==> src/rtl/exc_entry_pkg.sv <==
package exc_entry_pkg;

    typedef enum logic [1:0] {
        CAUSE_NONE = 2'd0,
        CAUSE_TLB  = 2'd1,
        CAUSE_DBUS = 2'd2,
        CAUSE_IBUS = 2'd3
    } cause_e;

    // status word field positions
    localparam int SR_FLAG_A   = 0;
    localparam int SR_FLAG_B   = 1;
    localparam int SR_MODE_LO  = 2;
    localparam int SR_MODE_HI  = 4;
    localparam int SR_EMASK    = 5;
    localparam int SR_GMASK    = 6;
    localparam int SR_LOW_BITS = 7;

    localparam logic [2:0] ENTRY_MODE = 3'b110;

    function automatic logic [7:0] vector_offset(cause_e c);
        case (c)
            CAUSE_TLB:  return 8'h04;
            CAUSE_DBUS: return 8'h08;
            CAUSE_IBUS: return 8'h0C;
            default:    return 8'h00;
        endcase
    endfunction

endpackage

==> src/rtl/exc_prio_arb.sv <==
module exc_prio_arb #(
    parameter int NUM_SRC = 3
) (
    input  logic [NUM_SRC-1:0] req,
    output logic [NUM_SRC-1:0] grant,
    output logic               any_req
);
    // index 0 wins over every higher index
    logic [NUM_SRC:0] blocked;

    assign blocked[0] = 1'b0;

    for (genvar i = 0; i < NUM_SRC; i++) begin : g_slot
        assign grant[i]     = req[i] & ~blocked[i];
        assign blocked[i+1] = blocked[i] | req[i];
    end

    assign any_req = blocked[NUM_SRC];
endmodule

==> src/rtl/exc_target_calc.sv <==
module exc_target_calc
    import exc_entry_pkg::*;
#(
    parameter int ADDR_W = 32
) (
    input  cause_e              cause,
    input  logic [ADDR_W-1:0]   vec_base,
    input  logic [ADDR_W-1:0]   cur_pc,
    input  logic [ADDR_W-1:0]   unissued_pc,
    output logic [ADDR_W-1:0]   target_pc,
    output logic [ADDR_W-1:0]   ret_addr,
    output logic                resumable
);
    always_comb begin
        target_pc = vec_base + ADDR_W'(vector_offset(cause));
        ret_addr  = (cause == CAUSE_DBUS) ? unissued_pc : cur_pc;
        resumable = (cause == CAUSE_IBUS);
    end
endmodule

==> src/rtl/exc_status_fmt.sv <==
module exc_status_fmt
    import exc_entry_pkg::*;
#(
    parameter int SR_W = 16
) (
    input  logic [SR_W-1:0] cur_sr,
    output logic [SR_W-1:0] entry_sr
);
    always_comb begin
        entry_sr                         = cur_sr;
        entry_sr[SR_FLAG_A]              = 1'b0;
        entry_sr[SR_FLAG_B]              = 1'b0;
        entry_sr[SR_MODE_HI:SR_MODE_LO]  = ENTRY_MODE;
        entry_sr[SR_EMASK]               = 1'b1;
        entry_sr[SR_GMASK]               = 1'b1;
    end
endmodule

==> src/rtl/exc_entry_ctrl.sv <==
module exc_entry_ctrl
    import exc_entry_pkg::*;
#(
    parameter int ADDR_W     = 32,
    parameter int SR_W       = 16,
    parameter int ASID_W     = 8,
    parameter int PAGE_SHIFT = 12
) (
    input  logic                     clk,
    input  logic                     rst_n,
    input  logic                     req_tlb_conflict,
    input  logic                     req_data_berr,
    input  logic                     req_fetch_berr,
    input  logic [ADDR_W-1:0]        ctx_pc,
    input  logic [ADDR_W-1:0]        ctx_unissued_pc,
    input  logic [ADDR_W-1:0]        ctx_fault_va,
    input  logic [ADDR_W-PAGE_SHIFT-1:0] ctx_page,
    input  logic                     ctx_itlb,
    input  logic                     vb_wr_en,
    input  logic [ADDR_W-1:0]        vb_wr_data,
    input  logic                     sr_wr_en,
    input  logic [SR_W-1:0]          sr_wr_data,
    input  logic                     asid_wr_en,
    input  logic [ASID_W-1:0]        asid_wr_data,
    output logic                     entry_taken,
    output logic [1:0]               entry_cause,
    output logic                     entry_resumable,
    output logic [ADDR_W-1:0]        pc_q,
    output logic [SR_W-1:0]          status_q,
    output logic [SR_W-1:0]          saved_status_q,
    output logic [ADDR_W-1:0]        ret_addr_q,
    output logic [ADDR_W-1:0]        fault_va_q,
    output logic [ADDR_W-1:0]        tlb_hi_q,
    output logic [ADDR_W-1:0]        vec_base_q
);
    localparam int NUM_SRC = 3;
    localparam int VPN_W   = ADDR_W - PAGE_SHIFT;
    localparam int PAD_W   = PAGE_SHIFT - ASID_W - 1;

    localparam logic [SR_W-1:0] SR_RESET =
        SR_W'({1'b1, 1'b1, ENTRY_MODE, 2'b00});

    typedef struct packed {
        logic              taken;
        cause_e            cause;
        logic              resumable;
        logic [ADDR_W-1:0] pc;
        logic [SR_W-1:0]   sr;
        logic [SR_W-1:0]   saved_sr;
        logic [ADDR_W-1:0] ret;
        logic [ADDR_W-1:0] fault_va;
        logic [VPN_W-1:0]  vpn;
        logic              itlb;
        logic [ASID_W-1:0] asid;
        logic [ADDR_W-1:0] vb;
    } state_t;

    state_t st_d, st_q;

    logic [NUM_SRC-1:0] req_vec;
    logic [NUM_SRC-1:0] grant;
    logic               any_req;
    cause_e             sel_cause;
    logic [ADDR_W-1:0]  target_pc;
    logic [ADDR_W-1:0]  ret_addr;
    logic               resumable;
    logic [SR_W-1:0]    entry_sr;

    // priority order follows the bit index: conflict, data error, fetch error
    assign req_vec = {req_fetch_berr, req_data_berr, req_tlb_conflict};

    exc_prio_arb #(
        .NUM_SRC (NUM_SRC)
    ) u_arb (
        .req     (req_vec),
        .grant   (grant),
        .any_req (any_req)
    );

    always_comb begin
        sel_cause = CAUSE_NONE;
        for (int i = 0; i < NUM_SRC; i++) begin
            if (grant[i]) sel_cause = cause_e'(i + 1);
        end
    end

    exc_target_calc #(
        .ADDR_W (ADDR_W)
    ) u_target (
        .cause       (sel_cause),
        .vec_base    (st_q.vb),
        .cur_pc      (ctx_pc),
        .unissued_pc (ctx_unissued_pc),
        .target_pc   (target_pc),
        .ret_addr    (ret_addr),
        .resumable   (resumable)
    );

    exc_status_fmt #(
        .SR_W (SR_W)
    ) u_status (
        .cur_sr   (st_q.sr),
        .entry_sr (entry_sr)
    );

    always_comb begin
        st_d           = st_q;
        st_d.taken     = 1'b0;
        st_d.cause     = CAUSE_NONE;
        st_d.resumable = 1'b0;
        if (any_req) begin
            st_d.taken     = 1'b1;
            st_d.cause     = sel_cause;
            st_d.resumable = resumable;
            st_d.saved_sr  = st_q.sr;
            st_d.sr        = entry_sr;
            st_d.pc        = target_pc;
            st_d.ret       = ret_addr;
            if (sel_cause == CAUSE_TLB) begin
                st_d.fault_va = ctx_fault_va;
                st_d.vpn      = ctx_page;
                st_d.itlb     = ctx_itlb;
            end
        end else begin
            if (vb_wr_en)   st_d.vb   = vb_wr_data;
            if (sr_wr_en)   st_d.sr   = sr_wr_data;
            if (asid_wr_en) st_d.asid = asid_wr_data;
        end
    end

    always_ff @(posedge clk) begin
        if (!rst_n) begin
            st_q    <= '0;
            st_q.sr <= SR_RESET;
        end else begin
            st_q <= st_d;
        end
    end

    assign entry_taken     = st_q.taken;
    assign entry_cause     = st_q.cause;
    assign entry_resumable = st_q.resumable;
    assign pc_q            = st_q.pc;
    assign status_q        = st_q.sr;
    assign saved_status_q  = st_q.saved_sr;
    assign ret_addr_q      = st_q.ret;
    assign fault_va_q      = st_q.fault_va;
    assign tlb_hi_q        = {st_q.vpn, {PAD_W{1'b0}}, st_q.itlb, st_q.asid};
    assign vec_base_q      = st_q.vb;
endmodule

==> config.mk <==
export PLATFORM = sky130hd
export DESIGN_NAME = exc_entry_ctrl
export DESIGN_NICKNAME = d
export VERILOG_FILES = /design/src/rtl/exc_entry_pkg.sv /design/src/rtl/exc_prio_arb.sv /design/src/rtl/exc_target_calc.sv /design/src/rtl/exc_status_fmt.sv /design/src/rtl/exc_entry_ctrl.sv
export SDC_FILE = /design/constraint.sdc
export NUM_CORES = 1
export LEC_CHECK = 0
export ABC_AREA = 1
export CAP_MARGIN = 10
export CORE_AREA = 2 2 146 148
export CTS_CLUSTER_DIAMETER = 100
export CTS_CLUSTER_SIZE = 12
export DETAILED_ROUTE_END_ITERATION = 7
export DIE_AREA = 0 0 148 150
export DONT_BUFFER_PORTS = 1
export GPL_TIMING_DRIVEN = 1
export PLACE_DENSITY_LB_ADDON = 0.2
export SYNTH_ARGS = -nofsm -noshare
export SYNTH_HDL_FRONTEND = slang
export SYNTH_SLANG_ARGS = --single-unit
export TNS_END_PERCENT = 10
==> constraint.sdc <==
create_clock -name clk -period 5.8 [get_ports clk]
set_clock_uncertainty 0.1 [all_clocks]
set_input_delay 0.58 -clock clk [delete_from_list [all_inputs] [get_ports clk]]
set_output_delay 0.58 -clock clk [all_outputs]
set_load 0.05 [all_outputs]
# [Word level (Yosys, flattened, before mapping)]
# Index checks and enable logic that the tools add are counted.
[totals] regBits=193 latch_bits=0 ram_bits=0 romBits=0 output_inout_bits=196 elab_cells=37 mem_count=0
[op_classes] add_sub_neg=1 multipliers=0 n_div=0 magnitude_cmp=0 n_eq_ne=3 shift=0 mux=6 bitwise=8 reduce_logical=6
[ops] op="$mux 36" n=1
[ops] op="$add 32x4->32" n=1
[ops] op="$mux 32" n=1
[ops] op="$pmux 4 s3" n=1
[ops] op="$reduce_and 2->1" n=5
[ops] op="$eq 2x2->1 const B" n=2
[ops] op="$mux 2" n=2
[ops] op="$not 1->1" n=4
[ops] op="$and 1x1->1" n=2
[ops] op="$eq 2x1->1 const B" n=1
[ops] op="$or 1x1->1" n=2
[ops] op="$reduce_or 2->1" n=1
[ops] op="$mux 1" n=1

# [Longest topological paths before layout]
# Gate-level depths: netlist (run 1).
[logic_depth] depth_word=8 ltp_mapped=16 ltp_nobuf=14

# [Cells and area by module]
# A second synthesis (run 1) with hierarchy kept.
[unflattened] cells_unflattened=1264 hier_area_um2=9024.9
[modules_own_cells] mod="exc_entry_ctrl" n_inst=1 cells_per_inst=1004 area_each_um2=7400.8 seq_area_each_um2=3863.7
[modules_own_cells] mod="exc_target_calc" n_inst=1 cells_per_inst=234 area_each_um2=1456.4 seq_area_each_um2=0.0
[modules_own_cells] mod="exc_status_fmt" n_inst=1 cells_per_inst=18 area_each_um2=127.6 seq_area_each_um2=0.0
[modules_own_cells] mod="exc_prio_arb" n_inst=1 cells_per_inst=8 area_each_um2=40.0 seq_area_each_um2=0.0

# [Worst setup path after synthesis (run 1)]
# Ideal clock, no wire load.
[synth_timing] kind="input to register" start="input port req_tlb_conflict" end="register st_q, in the netlist pc_q[14]" arrival_ns=2.552 t_required_ns=5.587 setup_slack_ns=3.034 stages=14 n_path_buf=3 path_cell_list="buf_2 inv_1 buf_2 buf_1 nand2_1 ha_1 fa_1 nand2_1 nor2_1 nand2_1 nor2_1 xor2_1 nand2_1 nand2_1"
[synth_between] elab_chain_len=7
[synth_rtl] element="start, declared" line="exc_entry_ctrl.sv:11" text="input logic req_tlb_conflict,"
[synth_rtl] element="$not 1->1 or $or 1x1->1 (tied branches)" line="exc_prio_arb.sv:14, exc_prio_arb.sv:15"
[synth_rtl] element="$and 1x1->1 or $not 1->1 (tied branches)" line="exc_prio_arb.sv:14" text="assign grant[i] = req[i] & ~blocked[i];"
[synth_rtl] element="$mux 2 or $and 1x1->1 (tied branches)" line="exc_entry_ctrl.sv:83, exc_prio_arb.sv:14"
[synth_rtl] element="$mux 2 *" line="exc_entry_ctrl.sv:83" text="if (grant[i]) sel_cause = cause_e'(i + 1);"
[synth_rtl] element="via sel_cause[0]" line="exc_entry_ctrl.sv:63" text="cause_e sel_cause;"
[synth_rtl] element="$eq 2x2->1 or $eq 2x1->1 (tied branches)" line="exc_entry_pkg.sv:22" text="case (c)"
[synth_rtl] element="$pmux 4 s3 *" line="exc_entry_pkg.sv:22"
[synth_rtl] element="$add 32x4->32 *" line="exc_target_calc.sv:15" text="target_pc = vec_base + ADDR_W'(vector_offset(cause));"
[synth_rtl] element="end signal, assigned" line="exc_entry_ctrl.sv:136" text="st_q <= st_d;"
[synth_rtl] element="end, declared" line="exc_entry_ctrl.sv:58" text="state_t st_d, st_q;"
# The timed path passes the listed nets; every way through them passes the cells marked *.
# A chain may end at the register's enable or synchronous reset.

# [Worst setup path after layout (run 1)]
[layout_timing] start="input port req_tlb_conflict" end="register st_q, in the netlist pc_q[27]"
[layout_between] elab_chain_len=7
[layout_rtl] element="$not 1->1 or $or 1x1->1 (tied branches)" line="exc_prio_arb.sv:14, exc_prio_arb.sv:15"
[layout_rtl] element="$and 1x1->1 or $not 1->1 (tied branches)" line="exc_prio_arb.sv:14"
[layout_rtl] element="$mux 2 or $and 1x1->1 (tied branches)" line="exc_entry_ctrl.sv:83, exc_prio_arb.sv:14"
[layout_rtl] element="$mux 2" line="exc_entry_ctrl.sv:83"
[layout_rtl] element="$eq 2x2->1 or $eq 2x1->1 (tied branches)" line="exc_entry_pkg.sv:22"
[layout_rtl] element="$pmux 4 s3" line="exc_entry_pkg.sv:22"
[layout_rtl] element="$add 32x4->32" line="exc_target_calc.sv:15"
# Several ways; a longest one is shown, not always the timed one.

==> metrics.md, run 1 <==
| Metric | Value |
|---|---|
| Status | `finished clean` |
| Die Y | `150 um` |
| Vias per cell | `5.04` |
| Crit. End Element | `flop` |
| Max VDD drop | `0.161 mV` |
| Detailed Place HPWL | `17000 um` |
| Nets | `1138` |
| Post-route DRC | `0` |
| Resized cells post-CTS | `0` |
| Reg-to-Reg End | `pc_q[22]$_SDFFE_PN0N_` |
| Unique masters post-synth | `26` |
| Global Route Usage Sum | `20.1%` |
| Max_cap viols | `0` |
| Register-to-Register Path Depth | `9` |
| Ports | `377` |
| Fill cells | `2193` |
| Port buffer count | `0` |
| Core footprint | `0.0207 mm2` |
| Worst min-delay path class | `in -> reg` |
| CP startpoint kind | `input pin` |
| Clk buf depth | `2` |
| Initial antenna violation count | `2` |
| Req. time, crit path | `6.03 ns` |
| Int Power | `2.02 mW` |
| Share of cells above drive strength 1 | `4.35%` |
| Top cell type by total area after synthesis | `dfxtp_1` |
| Combinational share of power | `4.5%` |
| Clock sink count | `193` |
| Placer Congestion | `0.862` |
| Antenna Nets Post-Route | `0` |
| Routed vias | `6266` |
| Share of power burned in registers | `56.0%` |
| Vias in the first global route | `5739` |
| Final wirelength | `23400 um` |
| Fin util | `39.8%` |
| Clock latency on the worst-skew pair | `0.43 ns` |
| Finished Cell Area | `0.00823 mm2` |
| Final setup fails | `0` |
| Pin count of the biggest net entering global routing | `86` |
| Top-count cell post-synth | `nand2_1` |
| Number of DRC markers in iteration 0 | `333` |
| Async S/R FF share, synth | `0%` |
| Cell area power density | `361 mW/mm2` |
| Synthesis Warnings | `0` |
| Ratio of final minimum period to clock period | `55.8%` |
| P_sw | `952 uW` |
| Crit Path Max Fanout | `56` |
| Sum Neg Setup Slack | `0 ns` |
| Post-CTS Setup Inserts | `0` |
| Most used DFF post-synth | `dfxtp_1` |
| Area grow syn2layout | `9.16%` |
| Critical Path AT | `3.46 ns` |
| Metal1 wirelength | `10000 um` |
| Row cnt | `53` |
| Synth top cells by count | `232 x nand2_1, 193 x dfxtp_1, 159 x nor2_1` |
| Clock power share | `39.5%` |
| Switch share | `32.0%` |
| Worst hold stages | `2` |
| Clock transition at path regs | `0.08 ns` |
| R2r startpoint | `vec_base_q[2]$_SDFFE_PN0P_` |
| Hold Path Sink | `fault_va_q[0]$_SDFFE_PN0P_` |
| WL/cell | `18.8 um` |
| Share of the synthesized area in the top cell type | `51.2%` |
| Slew @ Worst Pin | `1.04 ns` |
| Fin crit period | `3.24 ns` |
| Global-route wire length before repair | `34000 um` |
| Mean Syn Cell Area | `7.63 um2` |
| RSZ-0062 raised after global routing | `no` |
| Cells after Synth | `988` |
| DR top layer | `met4` |
| CTS tree | `done` |
| Grt total ovfl | `0` |
| Post-synth EDFFs | `0` |
| Kind of critical path | `in -> reg` |
| Yosys reg bits | `193` |
| HP Start | `ctx_fault_va[0]` |
| Detail Route met3 WL | `2080 um` |
| Leak | `3.27 nW` |
| Syn Std Cell Area | `0.00754 mm2` |
| Die area | `0.0222 mm2` |
| CTS Hold Bufs | `0` |
| Chip Width | `148 um` |
| Placed Area | `0.00764 mm2` |
| First-pass DRT Iterations | `5` |
| Clock root buffer | `clkbuf_16` |
| Largest cells by area after synthesis | `dfxtp_1 51%, nand2_1 12%, nor2_1 7.9%` |
| Final Slew Violations | `0` |
| H-tree depth | `4` |
| Hold Violations, Final | `0` |
| Fmax | `309 MHz` |
| Seq/Total Area, Yosys | `51.2%` |
| WL met2 | `11000 um` |
| Total CTS buffers | `17` |
| Initial Util | `36.5%` |
| Flop2flop setup slack | `3.33 ns` |
| Worst slew margin | `30.7%` |
==> metrics by stage <==
stage,std cells,hold slack (ns),power (mW),worst slack [ns]
final,1243,0.181,2.97,2.56
after global routing,1242,0.158,3.08,2.28
after CTS,1241,0.159,3.00,2.57
after detailed placement,1210,0.602,1.83,2.09
after global placement,1210,0.599,1.83,2.13
after floorplan,990,0.339,1.80,3.03
==> registers in the layout, indices dropped and copies added, names as in the netlist <==
signal and count:
entry_resumable 1, entry_taken 1, ret_addr_q 32, entry_cause 2
tlb_hi_q 29, pc_q 32, status_q 16, fault_va_q 32
saved_status_q 16, vec_base_q 32
==> area by class of cell <==
class,instances,area [um2],share of cell area (%)
clock inverter,14,159,1.93
antenna,2,5.00,0.0608
inverter,48,180,2.19
multi-input combinational,690,3230,39.2
tap,275,344,4.18
sequential,193,3860,46.9
clock buffer,17,425,5.17
timing repair buffer,4,30.0,0.365
==> layout by cell type, fill, tap and decap left out <==
cell type   instances
clkbuf_16          17
clkinvlp_4          1
diode_2             2
nor2_1            159
conb_1              3
nand2_2             3
clkinv_4            3
nor3_2              1
o21ai_1            21
nor2_4              1
inv_12              1
inv_6               1
xor2_1              6
o21ai_0           119
buf_4               4
mux2i_1            32
inv_8               6
fa_1                1
nand3_1            47
xnor2_1             3
dfxtp_1           193
a21oi_1            54
clkinv_8            2
inv_2               2
nand3b_1            1
a22o_1              6
inv_1              46
nand2_1           231
ha_1                2
==> worst max-delay path: stages <==
cell	delay (ns)
inv_1	0.04
buf_4	0.45
nand2_2	0.72
nand2_1	0.36
ha_1	0.18
inv_1	0.04
nand2_1	0.07
nand3_1	0.23
nor2_1	0.44
nand2_1	0.10
nand2_1	0.07
nand2_1	0.06
nand2_1	0.05
nand2_1	0.05
==> power groups by stage <==
stage	registers [mW]	logic, mW	clock network, mW
floorplan	1.67	0.128	0
global placement	1.70	0.134	0
detailed placement	1.69	0.137	0
CTS	1.66	0.137	1.20
global route	1.67	0.155	1.26
finish	1.66	0.135	1.17
==> cells by family (layout without fill, tap and decap cells) <==
group                    after synthesis  in the layout  synth area share (%)
XOR/XNOR                               9              9                  1.05
AND/OR/NAND/NOR                      443            443                  23.1
other                                  1              5                0.0497
flip-flops                           193            193                  51.2
multiplexers                          32             32                  4.25
buffers and inverters                107             83                  6.20
AO/OA/AOI/OAI                        200            200                  13.6
adder cells (fa/ha/maj)                3              3                 0.597
==> worst max-delay path by stage <==
stage,to,from,cells past startpoint,slack [ns]
floorplan,pc_q[14]$_SDFFE_PN0N_,req_tlb_conflict,14,3.03
global placement,pc_q[27]$_SDFFE_PN0N_,req_tlb_conflict,14,2.13
detailed placement,pc_q[27]$_SDFFE_PN0N_,req_tlb_conflict,14,2.09
CTS,pc_q[27]$_SDFFE_PN0N_,req_tlb_conflict,14,2.57
global route,pc_q[22]$_SDFFE_PN0N_,req_tlb_conflict,12,2.28
finish,pc_q[27]$_SDFFE_PN0N_,req_tlb_conflict,14,2.56
==> layer usage <==
layer,vias to the layer above,global-route usage [%]
met2,259,32.3
li1,3124,-
met1,2864,25.6
met4,0,6.05
met5,-,0
met3,19,6.74
Power figures use the tool's default switching activity.
==> inputs of run 2 (changes only) <==
--- a/config.mk
+++ b/config.mk
@@ -5,13 +5,13 @@
 export SDC_FILE = /design/constraint.sdc
 export NUM_CORES = 1
 export LEC_CHECK = 0
-export ABC_AREA = 1
+export ABC_AREA = 0
 export CAP_MARGIN = 10
-export CORE_AREA = 2 2 146 148
+export CORE_AREA = 2 2 147 149
 export CTS_CLUSTER_DIAMETER = 100
 export CTS_CLUSTER_SIZE = 12
 export DETAILED_ROUTE_END_ITERATION = 7
-export DIE_AREA = 0 0 148 150
+export DIE_AREA = 0 0 149 151
 export DONT_BUFFER_PORTS = 1
 export GPL_TIMING_DRIVEN = 1
 export PLACE_DENSITY_LB_ADDON = 0.2
==> constraint.sdc (replaced) <==
create_clock -name clk -period 3.2 [get_ports clk]
set_clock_uncertainty 0.1 [all_clocks]
set_input_delay 0.32 -clock clk [delete_from_list [all_inputs] [get_ports clk]]
set_output_delay 0.32 -clock clk [all_outputs]
set_load 0.05 [all_outputs]
==> run 2 against run 1 <==
First-iteration DRC count is 11% lower. Cell count is 1.8% higher. Global-route usage is 0.36 points higher. Critical path depth is 9 lower. Sequential power is 77% higher. Critical endpoint is now pc_q[25]$_SDFFE_PN0N_. Wire length is 3.2% higher. Flip-flop and latch count stayed put. Total power is 85% higher. Worst setup slack worse by 1.8 ns. Register-to-register slack worse by 2.6 ns.
==> metrics.md, run 2 <==
| Metric | Value |
|---|---|
| Cell area power density | `560 mW/mm2 (was 361 mW/mm2)` |
| Fill cells | `2010 (was 2193)` |
| Ratio of final minimum period to clock period | `77.7%` |
| First-pass DRT Iterations | `5 (unchanged)` |
| Placed Area | `0.00798 mm2 (was 0.00764 mm2)` |
| Port buffer count | `0 (unchanged)` |
| Grt total ovfl | `0 (unchanged)` |
| Worst min-delay path class | `in -> reg (unchanged)` |
| Min Hold Slack | `0.0371 ns (was 0.181 ns)` |
| Detailed Place HPWL | `16400 um (was 17000 um)` |
| Nets | `1161 (was 1138)` |
| Max_cap viols | `0 (unchanged)` |
| Core footprint | `0.0208 mm2 (was 0.0207 mm2)` |
| Switch share | `30.9% (was 32.0%)` |
| Critical Path AT | `2.74 ns (was 3.46 ns)` |
| Int Power | `3.79 mW (was 2.02 mW)` |
| Reg-to-Reg End | `pc_q[25]$_SDFFE_PN0N_ (was pc_q[22]$_SDFFE_PN0N_)` |
| Post-route DRC | `0 (unchanged)` |
| Clk buf depth | `2 (unchanged)` |
| Chip Width | `149 um (was 148 um)` |
| Final Slew Violations | `0 (unchanged)` |
| Area grow syn2layout | `27.4% (was 9.16%)` |
| Share of cells above drive strength 1 | `6.97% (was 4.35%)` |
| Number of DRC markers in iteration 0 | `298 (was 333)` |
| Synth top cells by count | `193 x dfxtp_1, 159 x nand2_1, 105 x nor2_1 (was 232 x nand2_1, 193 x dfxtp_1, 159 x nor2_1)` |
| Combinational share of power | `8.4% (was 4.5%)` |
| Seq. cell area | `0.00386 mm2 (unchanged)` |
| Row cnt | `53 (unchanged)` |
| Top-count cell post-synth | `dfxtp_1 (was nand2_1)` |
| R2r startpoint | `vec_base_q[8]$_SDFFE_PN0P_ (was vec_base_q[2]$_SDFFE_PN0P_)` |
| Initial Util | `36.9% (was 36.5%)` |
| # diodes | `0 (was 2)` |
| Sum Neg Setup Slack | `0 ns (unchanged)` |
| Fin crit period | `2.49 ns` |
| Kind of critical path | `reg -> reg (was in -> reg)` |
| WL/cell | `19.0 um (was 18.8 um)` |
| Slew @ Worst Pin | `1.08 ns (was 1.04 ns)` |
| Resized cells post-CTS | `0 (unchanged)` |
| Fmax | `402 MHz` |
| Most frequent cells in the layout | `193 x dfxtp_1, 159 x nand2_1, 119 x dlygate4sd3_1 (was 231 x nand2_1, 193 x dfxtp_1, 159 x nor2_1)` |
| Share of power burned in registers | `53.6% (was 56.0%)` |
| Placer Congestion | `0.747 (was 0.862)` |
| Clock sink count | `193 (unchanged)` |
| CTS tree | `done (unchanged)` |
| Share of the synthesized area in the top cell type | `50.3% (was 51.2%)` |
| Synthesis Warnings | `0 (unchanged)` |
| Global-route wire length before repair | `35500 um (was 34000 um)` |
| Yosys reg bits | `193 (unchanged)` |
| Async S/R FF share, synth | `0% (unchanged)` |
| Flop2flop setup slack | `0.71 ns (was 3.33 ns)` |
| Initial antenna violation count | `0 (was 2)` |
| Finished Cell Area | `0.00979 mm2 (was 0.00823 mm2)` |
| Largest cells by area after synthesis | `dfxtp_1 50%, mux2i_1 12%, nand2_1 7.8% (was dfxtp_1 51%, nand2_1 12%, nor2_1 7.9%)` |
| Vias in the first global route | `6257 (was 5739)` |
| Top cell type by total area after synthesis | `dfxtp_1 (unchanged)` |
| Multi-input gate area | `0.00353 mm2 (was 0.00323 mm2)` |
| Final wirelength | `24100 um (was 23400 um)` |
| Clock power share | `38.1% (was 39.5%)` |
| Clock root buffer | `clkbuf_16 (unchanged)` |
| Global Route Usage Sum | `20.5% (was 20.1%)` |
| Setup crit end | `pc_q[25]$_SDFFE_PN0N_ (was pc_q[27]$_SDFFE_PN0N_)` |
| Commonest non-fill, non-tap cell in the layout | `dfxtp_1 (was nand2_1)` |
| Status | `finished clean (unchanged)` |
| Req. time, crit path | `3.45 ns (was 6.03 ns)` |
| Die area | `0.0225 mm2 (was 0.0222 mm2)` |
| CP startpoint kind | `flop (was input pin)` |
| Crit. End Element | `flop (unchanged)` |
| H-tree depth | `4 (unchanged)` |
| Max VDD drop | `0.297 mV (was 0.161 mV)` |
| P_sw | `1.69 mW (was 952 uW)` |
| Ports | `377 (unchanged)` |
| Hold Violations, Final | `0 (unchanged)` |
| Clock transition at path regs | `0.08 ns (about the same)` |
| Worst slew margin | `27.7% (was 30.7%)` |
| Register-to-Register Path Depth | `5 (was 9)` |
| Syn Std Cell Area | `0.00768 mm2 (was 0.00754 mm2)` |
| Routed vias | `6518 (was 6266)` |
| Total CTS buffers | `17 (unchanged)` |
| Seq/Total Area, Yosys | `50.3% (was 51.2%)` |
| Post-synth EDFFs | `0 (unchanged)` |
| Leak | `3.74 nW (was 3.27 nW)` |
| Worst setup margin | `0.714 ns (was 2.56 ns)` |
| Unique masters post-synth | `43 (was 26)` |
| Most used DFF post-synth | `dfxtp_1 (unchanged)` |
| Die Y | `151 um (was 150 um)` |
| Fin util | `47.0% (was 39.8%)` |
| Cells after Synth | `876 (was 988)` |
| Mean Syn Cell Area | `8.77 um2 (was 7.63 um2)` |
| Crit path from | `vec_base_q[8]$_SDFFE_PN0P_ (was req_tlb_conflict)` |
| Final setup fails | `0 (unchanged)` |
| RSZ-0062 raised after global routing | `no (unchanged)` |
| Vias per cell | `5.15 (was 5.04)` |
| Pre-CTS setup slack | `0.507 ns (was 2.09 ns)` |
| Antenna Nets Post-Route | `0 (unchanged)` |
| Clock latency on the worst-skew pair | `0.43 ns (about the same)` |
| Crit Path Max Fanout | `13 (was 56)` |
| Pin count of the biggest net entering global routing | `105 (was 86)` |
-- run 2: timing repair --
action / CTS / global route
buffers inserted: 0 / 0
endpoints found under the setup margin: 0 / 0
hold endpoints to repair: 124 / 0
hold buffers: 120 / 0
-- run 2: layout make-up --
| cell class | instances | area share (%) |
|---|---|---|
| tap | 275 | 3.52 |
| clock buffer | 18 | 4.49 |
| timing repair buffer | 148 | 14.6 |
| clock inverter | 14 | 1.48 |
| inverter | 9 | 0.371 |
| multi-input combinational | 608 | 36.1 |
| sequential | 193 | 39.5 |
-- run 2: worst min path at each step --
stage | endpoint | depth (start not counted) | startpoint
2_1_floorplan | status_q[3]$_SDFFE_PP1P_ | 2 | sr_wr_data[3]
3_3_place_gp | entry_cause[1]$_SDFF_PN0_ | 1 | req_tlb_conflict
3_5_place_dp | entry_cause[1]$_SDFF_PN0_ | 1 | req_tlb_conflict
4_1_cts | pc_q[31]$_SDFFE_PN0N_ | 4 | rst_n
5_1_grt | ret_addr_q[0]$_SDFFE_PN0N_ | 2 | ctx_pc[0]
6_report | ret_addr_q[0]$_SDFFE_PN0N_ | 2 | ctx_pc[0]
-- run 2: routing by layer --
layer | GRT usage (%) | vias up | share of wire (%)
met2 | 35.7 | 295 | 50
met5 | 0 | - | 0
met4 | 7.38 | 0 | 2.2
li1 | - | 3221 | -
met1 | 23.0 | 2973 | 38
met3 | 7.38 | 29 | 9.5
-- run 2: cells by family (layout without fill, tap and decap cells) --
logic type	count (synthesis)	in the layout	synth area share, %
AO/OA/AOI/OAI	157	157	12.3
buffers and inverters	77	189	4.18
flip-flops	193	193	50.3
adder cells (fa/ha/maj)	3	3	0.586
other	1	3	0.0488
XOR/XNOR	13	13	1.48
multiplexers	93	93	12.1
AND/OR/NAND/NOR	339	339	19.0
-- run 2: power groups by stage --
stage	logic, mW	clock network (mW)	registers [mW]
3_5_place_dp	0.313	0	2.99
5_1_grt	0.504	2.26	2.95
3_3_place_gp	0.309	0	2.99
6_report	0.460	2.09	2.94
4_1_cts	0.457	2.16	2.94
2_1_floorplan	0.259	0	2.98
-- run 2: critical path, cell delays in order (launching register included) --
cell     delay (ns)
dfxtp_1        0.31
buf_4          0.22
nand4_1        0.51
or3_1          0.61
or4_1          0.48
a31oi_1        0.16
-- run 2: per-stage QoR --
stage                     total power, mW  std cells
after global routing                 5.72       1265
final                                5.49       1265
after detailed placement             3.31       1113
after floorplan                      3.24        878
after global placement               3.30       1113
after CTS                            5.55       1265
